## src/rtl/srx_pkg.sv

```systemverilog
package srx_pkg;
    typedef enum logic [2:0] {
        S_IDLE,
        S_START,
        S_DATA,
        S_PARITY,
        S_STOP
    } srx_state_t;

    localparam logic [1:0] PAR_EVEN = 2'b01;
    localparam logic [1:0] PAR_ODD  = 2'b10;
endpackage

```

## src/rtl/srx_frame_fsm.sv

```systemverilog
module srx_frame_fsm
    import srx_pkg::*;
#(
    parameter int DATA_W = 8,
    parameter int OVS    = 16
) (
    input  logic              clk,
    input  logic              rst_n,
    input  logic              rx_en,
    input  logic              tick,
    input  logic              line,
    input  logic              len_full,
    input  logic              msb_first,
    input  logic [1:0]        par_mode,
    output logic              done,
    output logic [DATA_W-1:0] word,
    output logic              par_err,
    output logic              frm_err
);
    localparam int CNT_W = $clog2(OVS);
    localparam int IDX_W = $clog2(DATA_W + 1);
    localparam logic [CNT_W-1:0] MID  = CNT_W'(OVS / 2 - 1);
    localparam logic [CNT_W-1:0] LAST = CNT_W'(OVS - 1);

    srx_state_t        state, nstate;
    logic [CNT_W-1:0]  cnt;
    logic [IDX_W-1:0]  idx;
    logic [DATA_W-1:0] sh;
    logic              pbit;
    logic              par_en;
    logic              at_mid, at_end;
    logic [IDX_W-1:0]  last_idx;

    assign par_en   = (par_mode == PAR_EVEN) || (par_mode == PAR_ODD);
    assign at_mid   = tick && (cnt == MID);
    assign at_end   = tick && (cnt == LAST);
    assign last_idx = len_full ? IDX_W'(DATA_W - 1) : IDX_W'(DATA_W - 2);

    always_comb begin
        if (len_full)       word = sh;
        else if (msb_first) word = {1'b0, sh[DATA_W-2:0]};
        else                word = {1'b0, sh[DATA_W-1:1]};
    end

    always_comb begin
        nstate = state;
        unique case (state)
            S_IDLE:   if (tick && !line) nstate = S_START;
            S_START:  if (at_mid) nstate = line ? S_IDLE : S_DATA;
            S_DATA:   if (at_end && idx == last_idx) nstate = par_en ? S_PARITY : S_STOP;
            S_PARITY: if (at_end) nstate = S_STOP;
            S_STOP:   if (at_end) nstate = S_IDLE;
            default:  nstate = S_IDLE;
        endcase
        if (!rx_en) nstate = S_IDLE;
    end

    always_ff @(posedge clk or negedge rst_n) begin
        if (!rst_n) state <= S_IDLE;
        else        state <= nstate;
    end

    always_ff @(posedge clk or negedge rst_n) begin
        if (!rst_n) begin
            cnt     <= '0;
            idx     <= '0;
            sh      <= '0;
            pbit    <= 1'b0;
            done    <= 1'b0;
            par_err <= 1'b0;
            frm_err <= 1'b0;
        end else begin
            done <= 1'b0;
            if (state != nstate)  cnt <= '0;
            else if (tick)        cnt <= (cnt == LAST) ? '0 : cnt + 1'b1;
            if (state != S_DATA)  idx <= '0;
            if (state == S_DATA && at_end) begin
                idx <= idx + 1'b1;
                if (msb_first) sh <= {sh[DATA_W-2:0], line};
                else           sh <= {line, sh[DATA_W-1:1]};
            end
            if (state == S_PARITY && at_end) pbit <= line;
            if (state == S_STOP && at_end && rx_en) begin
                done    <= 1'b1;
                frm_err <= ~line;
                par_err <= par_en && ((^word ^ pbit) != (par_mode == PAR_ODD));
            end
        end
    end

    AST_DISABLE_IDLE: assert property (@(posedge clk) disable iff (!rst_n)
        !rx_en |=> state == S_IDLE);
    AST_DONE_PULSE: assert property (@(posedge clk) disable iff (!rst_n)
        done |=> !done);
endmodule

```

## src/rtl/srx_hold.sv

```systemverilog
module srx_hold #(
    parameter int DATA_W = 8
) (
    input  logic              clk,
    input  logic              rst_n,
    input  logic              rx_en,
    input  logic              len_full,
    input  logic              done,
    input  logic [DATA_W-1:0] word,
    input  logic              pe_in,
    input  logic              fe_in,
    input  logic              rd_stb,
    input  logic              err_clr,
    output logic [DATA_W-1:0] data,
    output logic              full,
    output logic              pe,
    output logic              ore,
    output logic              fe
);
    logic overrun;
    assign overrun = done && full && !rd_stb;

    always_ff @(posedge clk or negedge rst_n) begin
        if (!rst_n) begin
            data <= '0;
            full <= 1'b0;
        end else if (done && !overrun) begin
            data <= word;
            full <= 1'b1;
        end else if (rd_stb) begin
            full <= 1'b0;
        end
    end

    always_ff @(posedge clk or negedge rst_n) begin
        if (!rst_n) begin
            pe  <= 1'b0;
            ore <= 1'b0;
            fe  <= 1'b0;
        end else if (!rx_en || err_clr) begin
            pe  <= 1'b0;
            ore <= 1'b0;
            fe  <= 1'b0;
        end else if (done) begin
            if (overrun) ore <= 1'b1;
            else begin
                pe <= pe | pe_in;
                fe <= fe | fe_in;
            end
        end
    end

    AST_READ_CLEARS: assert property (@(posedge clk) disable iff (!rst_n)
        rd_stb && !done |=> !full);
    AST_OVERRUN_SETS: assert property (@(posedge clk) disable iff (!rst_n)
        done && full && !rd_stb && rx_en && !err_clr |=> ore);
    AST_DATA_HELD: assert property (@(posedge clk) disable iff (!rst_n)
        full && !rd_stb |=> $stable(data));
    AST_CLEAR_FLAGS: assert property (@(posedge clk) disable iff (!rst_n)
        err_clr || !rx_en |=> !pe && !ore && !fe);
    AST_SEVEN_BIT_MSB: assert property (@(posedge clk) disable iff (!rst_n)
        done && !full && !len_full |=> !data[DATA_W-1]);
endmodule

```

## src/rtl/serial_rx_core.sv

```systemverilog
module serial_rx_core #(
    parameter int DATA_W = 8,
    parameter int OVS    = 16
) (
    input  logic              clk,
    input  logic              rst_n,
    input  logic              rx_line,
    input  logic              tick16,
    input  logic              rx_en,
    input  logic              irq_en,
    input  logic              len8,
    input  logic              msb_first,
    input  logic [1:0]        par_mode,
    input  logic              rd_stb,
    input  logic              err_clr,
    output logic [DATA_W-1:0] rx_data,
    output logic              data_full,
    output logic              err_parity,
    output logic              err_overrun,
    output logic              err_frame,
    output logic              rx_irq
);
    logic [1:0]        sync_q;
    logic              done;
    logic [DATA_W-1:0] word;
    logic              pe_in, fe_in;

    always_ff @(posedge clk or negedge rst_n) begin
        if (!rst_n) sync_q <= 2'b11;
        else        sync_q <= {sync_q[0], rx_line};
    end

    srx_frame_fsm #(.DATA_W(DATA_W), .OVS(OVS)) u_fsm (
        .clk(clk), .rst_n(rst_n), .rx_en(rx_en), .tick(tick16),
        .line(sync_q[1]), .len_full(len8), .msb_first(msb_first),
        .par_mode(par_mode), .done(done), .word(word),
        .par_err(pe_in), .frm_err(fe_in)
    );

    srx_hold #(.DATA_W(DATA_W)) u_hold (
        .clk(clk), .rst_n(rst_n), .rx_en(rx_en), .len_full(len8),
        .done(done), .word(word), .pe_in(pe_in), .fe_in(fe_in),
        .rd_stb(rd_stb), .err_clr(err_clr), .data(rx_data),
        .full(data_full), .pe(err_parity), .ore(err_overrun), .fe(err_frame)
    );

    assign rx_irq = data_full & irq_en;
endmodule

```

## config.mk

```make
export PLATFORM = sky130hd
export DESIGN_NAME = serial_rx_core
export DESIGN_NICKNAME = d
export VERILOG_FILES = /design/src/rtl/srx_pkg.sv /design/src/rtl/srx_frame_fsm.sv /design/src/rtl/srx_hold.sv /design/src/rtl/serial_rx_core.sv
export SDC_FILE = /design/constraint.sdc
export NUM_CORES = 1
export LEC_CHECK = 0
export CORE_UTILIZATION = 26
export CTS_BUF_LIST = sky130_fd_sc_hd__clkbuf_16
export CTS_CLUSTER_DIAMETER = 100
export CTS_CLUSTER_SIZE = 14
export DETAILED_ROUTE_END_ITERATION = 16
export HOLD_SLACK_MARGIN = 0.08
export SKIP_LAST_GASP = 1
export SYNTH_ARGS = -nofsm -noshare
export SYNTH_HDL_FRONTEND = slang
export SYNTH_HIERARCHICAL = 1
export SYNTH_SLANG_ARGS = --single-unit
export TNS_END_PERCENT = 10
```

## constraint.sdc

```tcl
create_clock -name clk -period 3.05 [get_ports clk]
set_clock_uncertainty 0.1 [all_clocks]
set_input_delay 0.7625 -clock clk [delete_from_list [all_inputs] [get_ports clk]]
set_output_delay 0.7625 -clock clk [all_outputs]
set_load 0.02 [all_outputs]
```

==> summary.txt <==
Area delta synth->final: 22.8%
Initial antenna violation count: 0
Routed wire length: 3960 um
Hold crit path type: flop to flop
Seq/Total Area, Yosys: 44.8%
Num CTS Buffers: 5
Hold EP: sync_q[1]
DR pass1 iterations: 10
Postcts setup bufs: 0
Number of synthesized flops with an enable pin: 0
Most frequent cells in the layout: 35 x dfrtp_1, 23 x clkdlybuf4s50_1, 18 x nor2_1, 16 x mux2_2, 13 x mux2i_1
Peak VDD IR: 0.192 mV
Gr ovfl total: 0
Max-slew violations: 0
Setup TNS: 0 ps
Worst hold stages: 0
PD cells: 431 mW/mm^2
FP Rows: 32
Vias after detailed routing: 1509
Post-Syn Instances: 195
Synth Cell Area: 0.00207 sq mm
Pin count of the biggest net entering global routing: 38
Reg2reg setup slack: 750 ps
CTS tree: yes
LEAKAGE: 1.13 nW
Clock Latency Late Sink: 280 ps
Initial Util: 26.8%
Max-cap violations: 0
Relative slew margins: 46.3%
Worst path arrival time: 1900 ps
CTS Sinks: 37
Vias in the first global route: 1440
Number of setup violations in the final report: 0
Status: complete, but fails checks
Slew @ Worst Pin: 805 ps
Failing checks: design-rule violations
Drt initial violations: 137
Ant diodes: 0
Critical Path Sink Type: primary output
Layout net count: 236
Die Y-Extent: 91.2 um
Vias per cell: 4.66
Share of layout cells above drive strength 1: 15.8%
YS warnings: 6
Maximum clock frequency: 362 MHz
CP Launch Type: input port
Resize count post-CTS: 0
PortBufs: 24
Post-synthesis area per instance: 10.6 sq um
Net Count, Synth: 210
Chip Width: 91.2 um
Die area: 0.00833 sq mm
CTS Hold Bufs: 0
Root buffer selected by CTS: clkbuf_16
Min Hold Slack: 254 ps
Tmin final: 2760 ps
Post-detail-place hpwl: 2840 um
First-pass GRT wire length: 6970 um
CORE AREA: 0.00773 sq mm
DRC: 1
Clock slew at reported path FFs: 50 ps
Post-synthesis cell type count: 44
RePlAce Congestion: 0.817
Dominant synthesized flop cell: dfrtp_1
Reg2reg end: u_fsm/cnt[3]
Worst R2R Start: u_fsm/cnt[0]
Commonest non-fill, non-tap cell in the layout: dfrtp_1
Share of flip-flops with an asynchronous set or reset: 100%
Type of the worst setup path: input port to primary output
Final instance area: 0.00254 sq mm
Wire per inst: 12.2 um
Crit share post-route: 90.5%
CP max FO: 1
RSZ-0062 raised after global routing: no
Routed Antenna Nets: 0
Synth Register Bits: 37
R2R cell count: 6
Clock tree buffer depth: 2
Number of hold violations in the final report: 0
Worst hold start: sync_q[0]
Ports: 25
GRT Overall Usage: 10.5%
Req. time, crit path: 2190 ps
H-tree depth: 2
Placed cell area: 0.00241 sq mm
==> kinds of logic (layout without fill, tap and decap cells) <==
family / after synthesis / in the layout / synth area share, %
AO/OA/AOI/OAI: 36 / 36 / 11.6
XOR/XNOR: 14 / 14 / 6.59
adder cells (fa/ha/maj): 3 / 3 / 1.81
buffers and inverters: 15 / 42 / 3.87
flip-flops: 37 / 37 / 44.8
multiplexers: 29 / 29 / 15.0
AND/OR/NAND/NOR: 61 / 61 / 16.3
==> metrics by stage <==
| stage | setup slack, ps | utilization [%] | cells | total power (W) |
|---|---|---|---|---|
| after global routing | 205 | 32.9 | 324 | 0.00114 |
| after floorplan | 699 | - | 195 | 0.000591 |
| after detailed placement | 84.1 | 31.1 | 316 | 0.000627 |
| final | 291 | 32.9 | 324 | 0.00110 |
| after global placement | 135 | 31.1 | 316 | 0.000625 |
| after CTS | 288 | 32.9 | 324 | 0.00111 |
==> cell usage after synthesis (2+ instances only) <==
master | number | area (sq um)
nor2_1 | 18 | 67.6
nand2_1 | 9 | 33.8
mux2_2 | 16 | 180
nand3_1 | 5 | 25.0
buf_6 | 3 | 33.8
a31oi_1 | 4 | 25.0
and2_1 | 3 | 18.8
ha_1 | 3 | 37.5
nand2b_1 | 3 | 18.8
dfstp_2 | 2 | 52.6
mux2i_1 | 13 | 130
a2111oi_1 | 4 | 40.0
nor2b_1 | 5 | 31.3
xnor2_1 | 5 | 43.8
dfrtp_1 | 35 | 876
nor3_1 | 2 | 10.0
xor2_1 | 8 | 70.1
a21oi_1 | 12 | 60.1
o21ai_0 | 6 | 30.0
a21boi_0 | 2 | 15.0
o211ai_1 | 2 | 15.0
clkbuf_1 | 5 | 18.8
nand4_1 | 4 | 25.0
inv_1 | 6 | 22.5
==> power breakdown <==
group          switching (W)  internal, W  total [W]
combinational      0.0000461    0.0000453  0.0000914
sequential         0.0000209     0.000505   0.000526
clock               0.000183     0.000295   0.000478
==> state kept, by name (all words and copies together) (netlist names) <==
signal         cells
sync_q             2
u_fsm/cnt          4
u_fsm/done         1
u_fsm/frm_err      1
u_fsm/idx          4
u_fsm/par_err      1
u_fsm/pbit         1
u_fsm/sh           8
u_fsm/state        3
u_hold/data        8
u_hold/fe          1
u_hold/full        1
u_hold/ore         1
u_hold/pe          1
==> final cells by class <==
type / instances / area, sq um
fillers: 779 / 5180
multi-input cells: 143 / 1060
flip-flops and latches: 37 / 928
repair buffers: 28 / 265
well taps: 102 / 128
clock buffers: 5 / 125
inverters: 6 / 22.5
clock inverters: 3 / 12.5
==> metal layers <==
layer | track usage [%] | routed length [um]
met4 | 5.16 | 70
met5 | 0 | 0
met2 | 15.5 | 1750
met1 | 14.7 | 2010
met3 | 2.18 | 123
==> worst max-delay path by stage <==
stage / start / end / depth (start not counted)
finish: irq_en / rx_irq / 3
global placement: par_mode[0] / u_fsm/cnt[1] / 8
CTS: irq_en / rx_irq / 3
floorplan: tick16 / u_fsm/cnt[0] / 7
global route: len8 / u_fsm/cnt[3] / 7
detailed placement: par_mode[0] / u_fsm/cnt[3] / 8
==> worst max-delay path: stages <==
cell             delay, ps
clkdlybuf4s50_1        440
and2_1                 100
clkdlybuf4s50_1        590
(Power assumes the default switching activity.)
